--- src/rtl/mvPkg.sv ---
package mvPkg;
  // strobes from sequencing control to the arithmetic datapath
  typedef struct packed {
    logic advance;  // cells perform one multiply-add this edge
    logic vecWrOk;  // vector write accepted this edge
  } mvStrobeT;
endpackage

--- src/rtl/mvCell.sv ---
module mvCell #(
  parameter int DW = 8,
  parameter int SW = 20
) (
  input  logic                 clk,
  input  logic                 rstN,
  input  logic                 advance,
  input  logic signed [DW-1:0] aIn,
  input  logic signed [DW-1:0] xIn,
  input  logic signed [SW-1:0] psIn,
  output logic signed [SW-1:0] psOut
);
  localparam int PW = 2 * DW;

  logic signed [PW-1:0] prod;
  logic signed [SW-1:0] prodExt;

  always_comb begin
    prod    = aIn * xIn;
    prodExt = {{(SW-PW){prod[PW-1]}}, prod};
  end

  always_ff @(posedge clk) begin
    if (!rstN)        psOut <= '0;
    else if (advance) psOut <= psIn + prodExt;
  end
endmodule

--- src/rtl/mvCtrl.sv ---
module mvCtrl
  import mvPkg::*;
#(
  parameter int N = 4
) (
  input  logic                 clk,
  input  logic                 rstN,
  input  logic                 start,
  input  logic                 vecWe,
  output mvStrobeT             strb,
  output logic                 yValid,
  output logic [$clog2(N)-1:0] yIdx,
  output logic                 done
);
  localparam int IW = $clog2(N);
  localparam int CW = $clog2(2 * N + 1);
  localparam logic [CW-1:0] FIRST_OUT = CW'(N);
  localparam logic [CW-1:0] LAST_STEP = CW'(2 * N - 1);
  localparam logic [CW-1:0] END_STEP  = CW'(2 * N);

  logic          running;
  logic [CW-1:0] stepCnt;

  always_comb begin
    strb.advance = running && (stepCnt <= LAST_STEP);
    strb.vecWrOk = !running && vecWe;
  end

  always_ff @(posedge clk) begin
    if (!rstN) begin
      running <= 1'b0;
      stepCnt <= '0;
      yValid  <= 1'b0;
      yIdx    <= '0;
      done    <= 1'b0;
    end else begin
      yValid <= 1'b0;
      done   <= 1'b0;
      if (!running) begin
        if (start) begin
          running <= 1'b1;
          stepCnt <= CW'(1);
        end
      end else begin
        if (stepCnt == END_STEP) begin
          running <= 1'b0;
          stepCnt <= '0;
          done    <= 1'b1;
        end else begin
          stepCnt <= stepCnt + CW'(1);
        end
        if (stepCnt >= FIRST_OUT && stepCnt <= LAST_STEP) begin
          yValid <= 1'b1;
          yIdx   <= IW'(stepCnt - FIRST_OUT);
        end
      end
    end
  end
endmodule

--- src/rtl/mvDatapath.sv ---
module mvDatapath
  import mvPkg::*;
#(
  parameter int N  = 4,
  parameter int DW = 8,
  parameter int SW = 20
) (
  input  logic                 clk,
  input  logic                 rstN,
  input  mvStrobeT             strb,
  input  logic [$clog2(N)-1:0] vecIdx,
  input  logic [DW-1:0]        vecData,
  input  logic [N*DW-1:0]      laneData,
  input  logic [N-1:0]         laneValid,
  output logic signed [SW-1:0] yData
);
  logic signed [DW-1:0] xReg  [N];
  logic signed [DW-1:0] aLane [N];
  logic signed [SW-1:0] psum  [N];

  always_ff @(posedge clk) begin
    if (!rstN) begin
      for (int k = 0; k < N; k++) xReg[k] <= '0;
    end else if (strb.vecWrOk) begin
      xReg[vecIdx] <= vecData;
    end
  end

  for (genvar j = 0; j < N; j++) begin : gCell
    assign aLane[j] = laneValid[j] ? laneData[j*DW +: DW] : '0;

    logic signed [SW-1:0] psIn;
    if (j == 0) begin : gHead
      assign psIn = '0;
    end else begin : gLink
      assign psIn = psum[j-1];
    end

    mvCell #(.DW(DW), .SW(SW)) u_cell (
      .clk     (clk),
      .rstN    (rstN),
      .advance (strb.advance),
      .aIn     (aLane[j]),
      .xIn     (xReg[j]),
      .psIn    (psIn),
      .psOut   (psum[j])
    );
  end

  assign yData = psum[N-1];
endmodule

--- src/rtl/mvSystolic.sv ---
module mvSystolic
  import mvPkg::*;
#(
  parameter int N  = 4,
  parameter int DW = 8,
  parameter int SW = 20
) (
  input  logic                 clk,
  input  logic                 rstN,
  input  logic                 vecWe,
  input  logic [$clog2(N)-1:0] vecIdx,
  input  logic [DW-1:0]        vecData,
  input  logic                 start,
  input  logic [N*DW-1:0]      laneData,
  input  logic [N-1:0]         laneValid,
  output logic signed [SW-1:0] yData,
  output logic                 yValid,
  output logic [$clog2(N)-1:0] yIdx,
  output logic                 done
);
  mvStrobeT strb;

  mvCtrl #(.N(N)) u_ctrl (
    .clk    (clk),
    .rstN   (rstN),
    .start  (start),
    .vecWe  (vecWe),
    .strb   (strb),
    .yValid (yValid),
    .yIdx   (yIdx),
    .done   (done)
  );

  mvDatapath #(.N(N), .DW(DW), .SW(SW)) u_dp (
    .clk       (clk),
    .rstN      (rstN),
    .strb      (strb),
    .vecIdx    (vecIdx),
    .vecData   (vecData),
    .laneData  (laneData),
    .laneValid (laneValid),
    .yData     (yData)
  );
endmodule

--- config.mk ---
export PLATFORM = sky130hd
export DESIGN_NAME = mvSystolic
export DESIGN_NICKNAME = d
export VERILOG_FILES = /design/src/rtl/mvPkg.sv /design/src/rtl/mvCell.sv /design/src/rtl/mvCtrl.sv /design/src/rtl/mvDatapath.sv /design/src/rtl/mvSystolic.sv
export SDC_FILE = /design/constraint.sdc
export NUM_CORES = 1
export LEC_CHECK = 0
export ABC_CLOCK_PERIOD_IN_PS = 16300
export BUFFER_PORTS_ARGS = -buffer_cell sky130_fd_sc_hd__buf_4
export CAP_MARGIN = 20
export CORE_MARGIN = 3
export CORE_UTILIZATION = 30
export DETAILED_ROUTE_END_ITERATION = 8
export GPL_TIMING_DRIVEN = 0
export HOLD_SLACK_MARGIN = 0.1
export PLACE_DENSITY = 0.52
export SLEW_MARGIN = 40
export SYNTH_ARGS = -nofsm -noshare
export SYNTH_HDL_FRONTEND = slang
export SYNTH_HIERARCHICAL = 1
export SYNTH_SLANG_ARGS = --single-unit
--- constraint.sdc ---
create_clock -name clk -period 16.3 [get_ports clk]
set_input_delay 0 -clock clk [delete_from_list [all_inputs] [get_ports clk]]
set_output_delay 0 -clock clk [all_outputs]
set_load 0.02 [all_outputs]
; ---- Word-level counts from Yosys, hierarchy flattened
; Memories as Yosys holds them, arrays and structs flattened.
; Cells that the tools add are included.
[totals]
regBits = 85
ramBits = 32
in_bits = 50
elab_cells = 49
memories = 1
[mem_list]
columns = name, depth, word_bits, rd, rd_ports_with_merged_regs, wr, line_no
row1 = u_dp.xReg, 4, 8, 4, 0, 4, mvDatapath.sv:17  ; logic signed [DW-1:0] xReg [N];
[op_classes]
add_sub_neg = 5
mul = 4
order_cmp = 2
eq_ne = 1
muxes = 19
reduce_logical = 8
[op_table]
columns = cell, count
row1 = multiplier 8 x 8 -> 16 bit, 4
row2 = adder 20 x 16 -> 20 bit, 2
row3 = two-way mux 8 bit, 5
row4 = adder 16 x 16 -> 17 bit, 1
row5 = two-way mux 4 bit, 3
row6 = two-way mux 1 bit, 10
row7 = OR reduction 8 bit, 1
row8 = "adder 4 x 1 -> 4 bit, second input constant", 1
row9 = "== test 4 bit, second input constant", 1
row10 = ">= comparator 4 x 3 -> 1 bit, second input constant", 1
row11 = "<= comparator 4 x 3 -> 1 bit, second input constant", 1
row12 = AND reduction 2 bit, 2
row13 = logical AND 1 bit, 3
row14 = two-way mux 2 bit, 1
row15 = nonzero test 2 bit, 1
row16 = "subtractor 2 x 1 -> 2 bit, second input constant", 1
row17 = zero test 1 bit, 1

; ---- Logic depth before layout (Yosys ltp)
[depth]
depth_word = 7
depth_mapped = 19
ltp_nobuf = 19

; ---- Cells and area by module
; The synthesis kept the hierarchy.
[by_module_without_submodules]
columns = mod, n_inst, cells_each, area_each_um2
row1 = mvCell at u_dp.gCell[1].u_cell, 1, 463, 4405.5
row2 = mvCell at u_dp.gCell[2].u_cell, 1, 458, 4334.2
row3 = mvCell at u_dp.gCell[3].u_cell, 1, 459, 4327.9
row4 = mvCell at u_dp.gCell[0].u_cell, 1, 448, 4316.6
row5 = mvDatapath, 1, 110, 1452.6
row6 = mvCtrl, 1, 46, 419.2

; ---- Least setup slack after synthesis
; No wires, ideal clock.
[synth_timing]
path_kind = reg2reg
start = mem u_dp.xReg[0][0]
end = reg, netlist name u_dp/gCell[0].u_cell/psOut[19]
t_arrival_ns = 5.258
required_time_ns = 16.209
slack_ns = 10.951
stages_incl_launch_ff = 16
path_buffers = 0
cell_sequence = edfxtp_1 -> and2_1 -> inv_1 -> fa_1 -> inv_1 -> fa_1 -> fa_1 -> fa_1 -> fa_1 -> ha_1 -> and3_4 -> a2111oi_4 -> o31a_4 -> nor4_2 -> or3_1 -> a311oi_1
[synth_lines]
columns = item, line_no
row1 = start: declaration, mvDatapath.sv:17

==> metrics <==
predominant post-synthesis flop cell=dfxtp_1; initial antenna violation count=1; placed insts=approximately 2900; first-pass GRT wire length=about 72000 um; Hold WC Path Type=input port to flip-flop; Crit-path slowest cell=and2_1; CTS sink count=between 100 and 150; Hold Vio Cnt, Final=0; Tmin final=~6.0 ns; CTS tree=done; Final Setup Violations=0; PostCTS Resize Cnt=0; pwr/cell area=approximately 120 nW/um^2; worst setup path class=flip-flop to flip-flop; WHS=about 0.18 ns; Unique masters post-synth=80; crit share post-route=0.368; post-synthesis sequential area ratio=0.142; TritonRoute pass-1 iters=5; antenna-violating nets left=0; Post-Route Skew=0.0207 ns; Die Y=around 260 um; Fmax=around 170 MHz; Port Buffers=73; residual DRC count=0; Syn Area/Cell=9.71 um^2; status=complete, no violations; TritonCTS Buffers=17; DP HPWL=about 36000 um; layout cells sized above 1=0.0680; Remaining Overflow, GRT=0; synthesis warning total=6; Async SR Flop Fraction=0; Sw Share=0.480; I/O pin cnt=74; setup_tns=0 ns; Yosys top cell by area=fa_1; maximum vdd drop=0.0639 mV; clock buffer depth=2; setup bufs post-CTS=0; Cell Chain, Critical Path=and2_1 > inv_1 > fa_1 > inv_1 > fa_1 > fa_1 > fa_1 > fa_1 > ha_1 > and3_4 > a2111oi_4 > o31a_4 > nor4_2 > or3_1 > a311oi_1; WP buf/inv=2; largest net degree at the start of global routing=34; Crit path max-delay family=adder cells; RSZ-0062 raised after global routing=false; wire per inst=approximately 14 um; DR vias=13500; Crit Path Max Fanout=13; die width=~260 um; nature of the critical path startpoint=flip-flop; Starting Density=0.304; # fillers=approximately 6600; Finished Layout Cells=roughly 3000; Final Max Slew Viols=0; clock root buffer=clkbuf_16; CP max stage delay=just under 0.7 ns; ant diodes=0; combinational cell fraction of total power=0.677; core footprint=63300 um^2; Seq pwr share=0.169; Post-synth EDFFs=32; synthesis-to-layout area growth=12.4%; total net switching power=around 1200 uW; leakage power=around 0.011 uW; mapped cell area=19300 um^2; clock slew at reported path FFs=approximately 0.06 ns; number of max-cap violations=0; Post-Route WL=41300 um; FF+latch count, synth=between 100 and 150; CP dominant cell by count=fa_1; DIE AREA=approximately 67000 um^2; Final GP Congestion=~0.8; Clock Latency Late Sink=roughly 0.44 ns; Synth top area share=0.366; CP Capture Type=flip-flop; Slew headroom=0.486; first-iteration detailed-routing DRC count=approximately 520; hold_buf cts=11; WP data required=between 15 and 20 ns; vias per inst=4.55; Worst Tran Pin Value=0.771 ns; Max H-tree Level=4; clock network fraction of design power=0.154; Int Pwr=approximately 1300 uW; vias in the first global route=14800; row cnt=just over 90; Synth area leaders=fa_1 37%, ha_1 12%, dfxtp_1 9.3%; global router's overall resource usage=0.130; crit path DAT=6.32 ns; Final nets=around 2700; Synth Instances=1984
sequential cells by signal, indices dropped and copies added (netlist names):
| register | count |
|---|---|
| u_dp/xReg | 32 |
| u_ctrl/stepCnt | 4 |
| u_ctrl/done | 1 |
| u_ctrl/running | 1 |
| u_ctrl/yIdx | 2 |
| u_ctrl/yValid | 1 |
| u_dp/gCell.u_cell/psOut | 80 |
cell usage after synthesis, types with 32 or more instances:
cell and n:
inv_1 400, fa_1 352, and2_1 188, ha_1 186, nand2_1 144, nor2_1 114, dfxtp_1 89, mux2i_1 44
xnor2_1 40, a21oi_1 35, o21ai_0 35, edfxtp_1 32
cells in the final DEF, fill, tap and decap left out, types with 7 or more instances in the layout:
cell type      synthesis  routed
a211oi_1              20      20
a21o_1                13      13
a21oi_1               35      35
and2_1               188     184
and3_1                12      12
buf_4                  1      74
clkbuf_1              24      25
clkbuf_16              0      17
clkinv_1               7       7
conb_1                 1      20
dfxtp_1               89      89
dlygate4sd3_1          0      11
edfxtp_1              32      32
fa_1                 352     352
ha_1                 186     186
inv_1                400     400
mux2i_1               44      44
nand2_1              144     144
nand2b_1               8       8
nand3_1               31      31
nand3b_1               8       8
nand4_1               13      13
nor2_1               114     114
nor2b_1               11      11
nor3_1                15      15
o211ai_1              15      15
o21ai_0               35      33
o21bai_1              12      12
or3_1                 12      12
xnor2_1               40      40
xor2_1                15      15
cell type report:
cell class,count,area (um^2),area share
inverters,407,1530,0.0706
clock inverters,14,161,0.00746
repair buffers,84,658,0.0304
multi-input cells,1444,14900,0.690
well taps,846,1060,0.0489
flip-flops and latches,121,2740,0.127
plain buffers,31,140,0.00648
clock buffers,18,429,0.0198
logic make-up after synthesis:
family                   Yosys count  share of synthesized area
flip-flops                       121                      0.142
AO/OA/AOI/OAI                    200                     0.0771
AND/OR/NAND/NOR                  586                      0.158
adder cells (fa/ha/maj)          538                      0.487
buffers and inverters            438                     0.0866
multiplexers                      45                     0.0235
XOR/XNOR                          55                     0.0250
other                              1                   0.000195
worst register-to-register path: stages, from the launching register on:
cell and delay (ns):
edfxtp_1 0.53, and2_1 0.69, inv_1 0.14, fa_1 0.53
inv_1 0.05, fa_1 0.51, fa_1 0.45, fa_1 0.58
fa_1 0.42, ha_1 0.36, and3_4 0.21, a2111oi_4 0.47
o31a_4 0.22, nor4_2 0.05, or3_1 0.34, a311oi_1 0.34
worst paths after layout:
| path | cells after the start | from | slack [ns] | to |
|---|---|---|---|---|
| worst max-delay path | 15 | u_dp/xReg[0][0]$_SDFFCE_PN0P_ | 10.30 | u_dp/gCell[0].u_cell/psOut[19]$_SDFFE_PN0P_ |
| worst min-delay path | 2 | vecIdx[1] | 0.18 | u_dp/xReg[0][0]$_SDFFCE_PN0P_ |
| worst max register to register | 15 | u_dp/xReg[0][0]$_SDFFCE_PN0P_ | 10.30 | u_dp/gCell[0].u_cell/psOut[19]$_SDFFE_PN0P_ |
| worst min register to register | 2 | u_dp/gCell[3].u_cell/psOut[11]$_SDFFE_PN0P_ | 0.47 | u_dp/gCell[3].u_cell/psOut[11]$_SDFFE_PN0P_ |
power by group through the flow:
stage / combinational [uW] / sequential [uW] / clock (uW)
finish: 1700 / 426 / 386
global route: 1980 / 435 / 414
CTS: 1730 / 429 / 397
detailed placement: 1700 / 435 / 0
global placement: 1690 / 434 / 0
floorplan: 1310 / 430 / 0
stage by stage:
stage	setup slack, ns	util	cell area (um^2)	total power, uW
6_report	10.30	0.342	21600	2520
5_1_grt	10.0	0.342	21600	2830
4_1_cts	10.26	0.342	21600	2550
3_5_place_dp	10.30	0.331	20900	2140
3_3_place_gp	10.45	0.331	20900	2120
2_1_floorplan	10.95	-	19300	1740
per-layer routing:
metal	wire length, um	vias to the layer above	share of wire	global-route usage
met5	13	-	0.00031	0
met4	795	2	0.019	0.0315
met3	975	38	0.024	0.0191
met2	21100	144	0.51	0.240
met1	18400	6803	0.45	0.158
li1	-	6508	-	-
Note: power is estimated with default switching activity, not from simulation.
